File: src/rtl/psr_unit.sv
module psr_unit #(
  parameter logic [31:0] RESET_WORD = 32'h0000_00D3,
  parameter logic [4:0]  USER_MODE  = 5'b10000
) (
  input  logic        clk,
  input  logic        rst_n,
  input  logic [31:0] alu_res,
  input  logic        alu_carry,
  input  logic        alu_ovf,
  input  logic        shift_carry,
  input  logic        op_arith,
  input  logic        set_flags,
  input  logic        wr_en,
  input  logic [31:0] wr_data,
  input  logic        restore_en,
  input  logic [31:0] restore_data,
  output logic [31:0] psr,
  output logic        flag_n,
  output logic        flag_z,
  output logic        flag_c,
  output logic        flag_v,
  output logic        irq_mask,
  output logic        fiq_mask,
  output logic        cmp_state,
  output logic [4:0]  mode
);

  localparam logic [31:0] FLAG_BITS = 32'hF000_0000;
  localparam logic [31:0] CTRL_BITS = 32'h0000_00FF;
  localparam logic [31:0] LIVE_BITS = FLAG_BITS | CTRL_BITS;

  logic [31:0] word_q, word_d;
  logic        privileged;
  logic [31:0] wr_mask;
  logic [3:0]  nzcv;

  assign privileged = word_q[4:0] != USER_MODE;
  assign wr_mask    = privileged ? LIVE_BITS : FLAG_BITS;

  assign nzcv = {alu_res[31],
                 alu_res == 32'd0,
                 op_arith ? alu_carry : shift_carry,
                 op_arith ? alu_ovf   : word_q[28]};

  always_comb begin
    word_d = word_q;
    if (restore_en)
      word_d = restore_data & LIVE_BITS;
    else if (wr_en)
      word_d = (word_q & ~wr_mask) | (wr_data & wr_mask);
    else if (set_flags)
      word_d[31:28] = nzcv;
  end

  always_ff @(posedge clk or negedge rst_n) begin
    if (!rst_n) word_q <= RESET_WORD & LIVE_BITS;
    else        word_q <= word_d;
  end

  assign psr       = word_q;
  assign flag_n    = word_q[31];
  assign flag_z    = word_q[30];
  assign flag_c    = word_q[29];
  assign flag_v    = word_q[28];
  assign irq_mask  = word_q[7];
  assign fiq_mask  = word_q[6];
  assign cmp_state = word_q[5];
  assign mode      = word_q[4:0];

endmodule

File: config.mk
export PLATFORM = sky130hd
export DESIGN_NAME = psr_unit
export DESIGN_NICKNAME = d
export VERILOG_FILES = /design/src/rtl/psr_unit.sv
export SDC_FILE = /design/constraint.sdc
export NUM_CORES = 1
export LEC_CHECK = 0
export BUFFER_PORTS_ARGS = -buffer_cell sky130_fd_sc_hd__buf_4
export CORE_UTILIZATION = 30
export CTS_CLUSTER_SIZE = 28
export DETAILED_ROUTE_END_ITERATION = 8
export GPL_TIMING_DRIVEN = 0
export PLACE_DENSITY = 0.81
export RECOVER_POWER = 50
export SLEW_MARGIN = 20
export SYNTH_ARGS = -nofsm -noshare
export SYNTH_HDL_FRONTEND = slang
export SYNTH_SLANG_ARGS = --single-unit
File: constraint.sdc
create_clock -name clk -period 3.4 [get_ports clk]
set_input_delay 0.34 -clock clk [delete_from_list [all_inputs] [get_ports clk]]
set_output_delay 0.34 -clock clk [all_outputs]
set_load 0.005 [all_outputs]
==> out/qor.txt <==
final hold slack: 277 ps
vias: 1169
Worst-Skew Late Latency: 270 ps
Relative slew margins: 52.1%
Die H: 59.7 um
worst r2r src: psr[4]$_DFFE_PN1P_
synthesized area: 1000 um2
worst-path fanout max: 9
CP startpoint kind: flop
worst-path cell chain: or4b_1 -> buf_2 -> o21a_1 -> o211ai_1
Yosys warning count: 0
setup bufs post-CTS: 0
Comb pwr share: 41.8%
drt wl/cell: 11.1 um
Final setup viols: 0
initial antenna violation count: 0
post-synthesis register bit count: 12
fin nets: 334
switch share: 27.3%
Worst-Margin Slew: 718 ps
crit path time final: 1640 ps
router iterations before antenna repair: 4
antenna cells: 0
Placer Congestion: 0.706
CTS tree: yes
Max Cap Violations: 0
reg2reg end: psr[7]$_DFFE_PN1P_
Largest register FFs: 12
Buffers & Inverters on Critical Path: 1
R2R Setup Slk: 1760 ps
overall routing resource usage: 16.7%
DRT antenna net count: 0
H-tree depth: 1
power per cell area: 254 nW/um2
setup TNS: 0 ps
Largest stage delay, worst path: 560 ps
vias in the first global route: 1039
Final Non-Filler Cells: 272
total CTS buffers: 3
register share of total power: 37.7%
post-cts resize count: 0
first-pass GRT wire length: 4.48 mm
synthesized area per cell: 8.54 um2
# IOs: 149
Min-Delay Path Class: in -> reg
CTS Root Cell: clkbuf_4
Post-DP HPWL: 2.57 mm
largest net degree at the start of global routing: 13
# DRC: 0
RSZ-0062 raised after global routing: no
CP required: 3590 ps
area of the die: 3570 um2
sequential area share after synthesis: 30.7%
total grt overflow: 0
clk buf depth: 2
starting DRC count in detailed routing: 23
peak supply drop: 0.106 mV
Chip Width: 59.7 um
Internal: 333 uW
Final Cycle Share: 48.1%
Max Freq: 0.611 GHz
layout cell share with drive strength beyond 1: 55.3%
Layout area overhead: 80.4%
Post-Syn Instances: 117
clk slew on worst S/H paths: 80 ps
static leakage: 0.921 nW
Detailed Route WL: 3.01 mm
WHS Path Cells: 3
critical path endpoint category: flop
Hold Vio Cnt, Final: 0
skew final: 1.81 ps
Synth cell types: 34
clk sink count: 12
largest delay contributor family on the critical path: flip-flops
Final Max Tran Viols: 0
I/O Buffers: 87
post-placement cell count: 267
final core utilization: 58.1%
slowest CP cell: dfstp_2
FP Rows: 20
CP arrival: 1830 ps
Via density: 4.30
HP Start: restore_data[28]
most common cell after layout, fill and taps aside: buf_4
outcome: completed
reg2reg path depth: 4
core area: 3100 um2
Clk pwr share: 20.5%
worst hold path endpoint: psr[28]$_DFFE_PN0P_
switching power: 125 uW
Initial Util: 32.2%
most frequent cells in the layout: 109 x buf_4, 20 x conb_1, 10 x clkbuf_4
WS Path Type: reg -> reg
## synthesized netlist by cell type (all sizes together)
cell	number	area, um2
dfstp	5	131
o2111ai	3	26.3
nor2	6	22.5
o31ai	2	15.0
buf	35	254
nor4	7	43.8
a31oi	4	25.0
a2bb2oi	1	8.76
nand3	1	5.00
or2b	1	7.51
o211ai	8	60.1
or3	1	6.26
a21oi	1	5.00
o21ai	2	10.0
clkbuf	3	11.3
nor3b	1	7.51
a211o	1	8.76
nor2b	1	6.26
o21a	2	15.0
nand2	8	30.0
conb	1	3.75
a21boi	1	7.51
a21o	1	7.51
dfrtp	7	175
a311oi	1	8.76
mux2	1	11.3
nand4	2	12.5
nand2b	4	25.0
mux2i	3	30.0
nor3	1	5.00
clkinv	1	3.75
or4b	1	10.0
## repair_timing
action / 4_1_cts / 5_1_grt
endpoints found under the hold margin: 7 / 0
hold buffers: 1 / 0
endpoints found under the setup margin: 0 / 0
## tightest hold or removal path: stages
cell,delay [ps]
buf_4,70
nand2_1,40
o31ai_1,50
## per-layer routing
layer	track usage (%)	routed length, um
met1	21.1	1190
met2	28.7	1510
met3	3.90	304
met4	3.99	13
met5	0	0
## area by class of cell
type	instances	area [um2]
repair buffers	88	652
clock buffers	4	26.3
fillers	314	1300
inverters	1	3.75
flip-flops and latches	12	307
multi-input cells	85	495
well taps	44	55.1
plain buffers	38	264
## stage by stage
stage          cell area, um2  total power, mW  setup slack [ps]
6_report                 1800            0.458              1760
5_1_grt                  1800            0.490              1670
4_1_cts                  1820            0.467              1750
3_5_place_dp             1780            0.370              1780
3_3_place_gp             1780            0.367              1800
2_1_floorplan            1070            0.257              1860
## cells by family (layout without fill, tap and decap cells)
| logic type | Yosys count | in the layout | synth area share [%] |
|---|---|---|---|
| DFF | 12 | 12 | 30.7 |
| and+or+nand+nor | 34 | 34 | 18.1 |
| AOI/OAI and AO/OA | 27 | 27 | 19.8 |
| buffers and inverters | 39 | 131 | 26.9 |
| other | 1 | 20 | 0.375 |
| muxes | 4 | 4 | 4.13 |
## power by group through the flow
stage | Clock [mW] | Sequential, mW | Combinational (mW)
finish | 0.0939 | 0.173 | 0.192
global route | 0.104 | 0.175 | 0.211
CTS | 0.0974 | 0.173 | 0.196
detailed placement | 0 | 0.176 | 0.195
global placement | 0 | 0.175 | 0.192
floorplan | 0 | 0.175 | 0.0827
## worst max-delay path by stage
stage               depth (start not counted)                 end  slack, ps               start
finish                                      4  psr[7]$_DFFE_PN1P_       1760  psr[4]$_DFFE_PN1P_
global route                                4  psr[7]$_DFFE_PN1P_       1670  psr[4]$_DFFE_PN1P_
CTS                                         4  psr[7]$_DFFE_PN1P_       1750  psr[4]$_DFFE_PN1P_
detailed placement                          4  psr[7]$_DFFE_PN1P_       1780  psr[4]$_DFFE_PN1P_
global placement                            4  psr[5]$_DFFE_PN0P_       1800  psr[4]$_DFFE_PN1P_
floorplan                                   4  psr[6]$_DFFE_PN1P_       1860  psr[4]$_DFFE_PN1P_
Power figures use the tool's default switching activity.
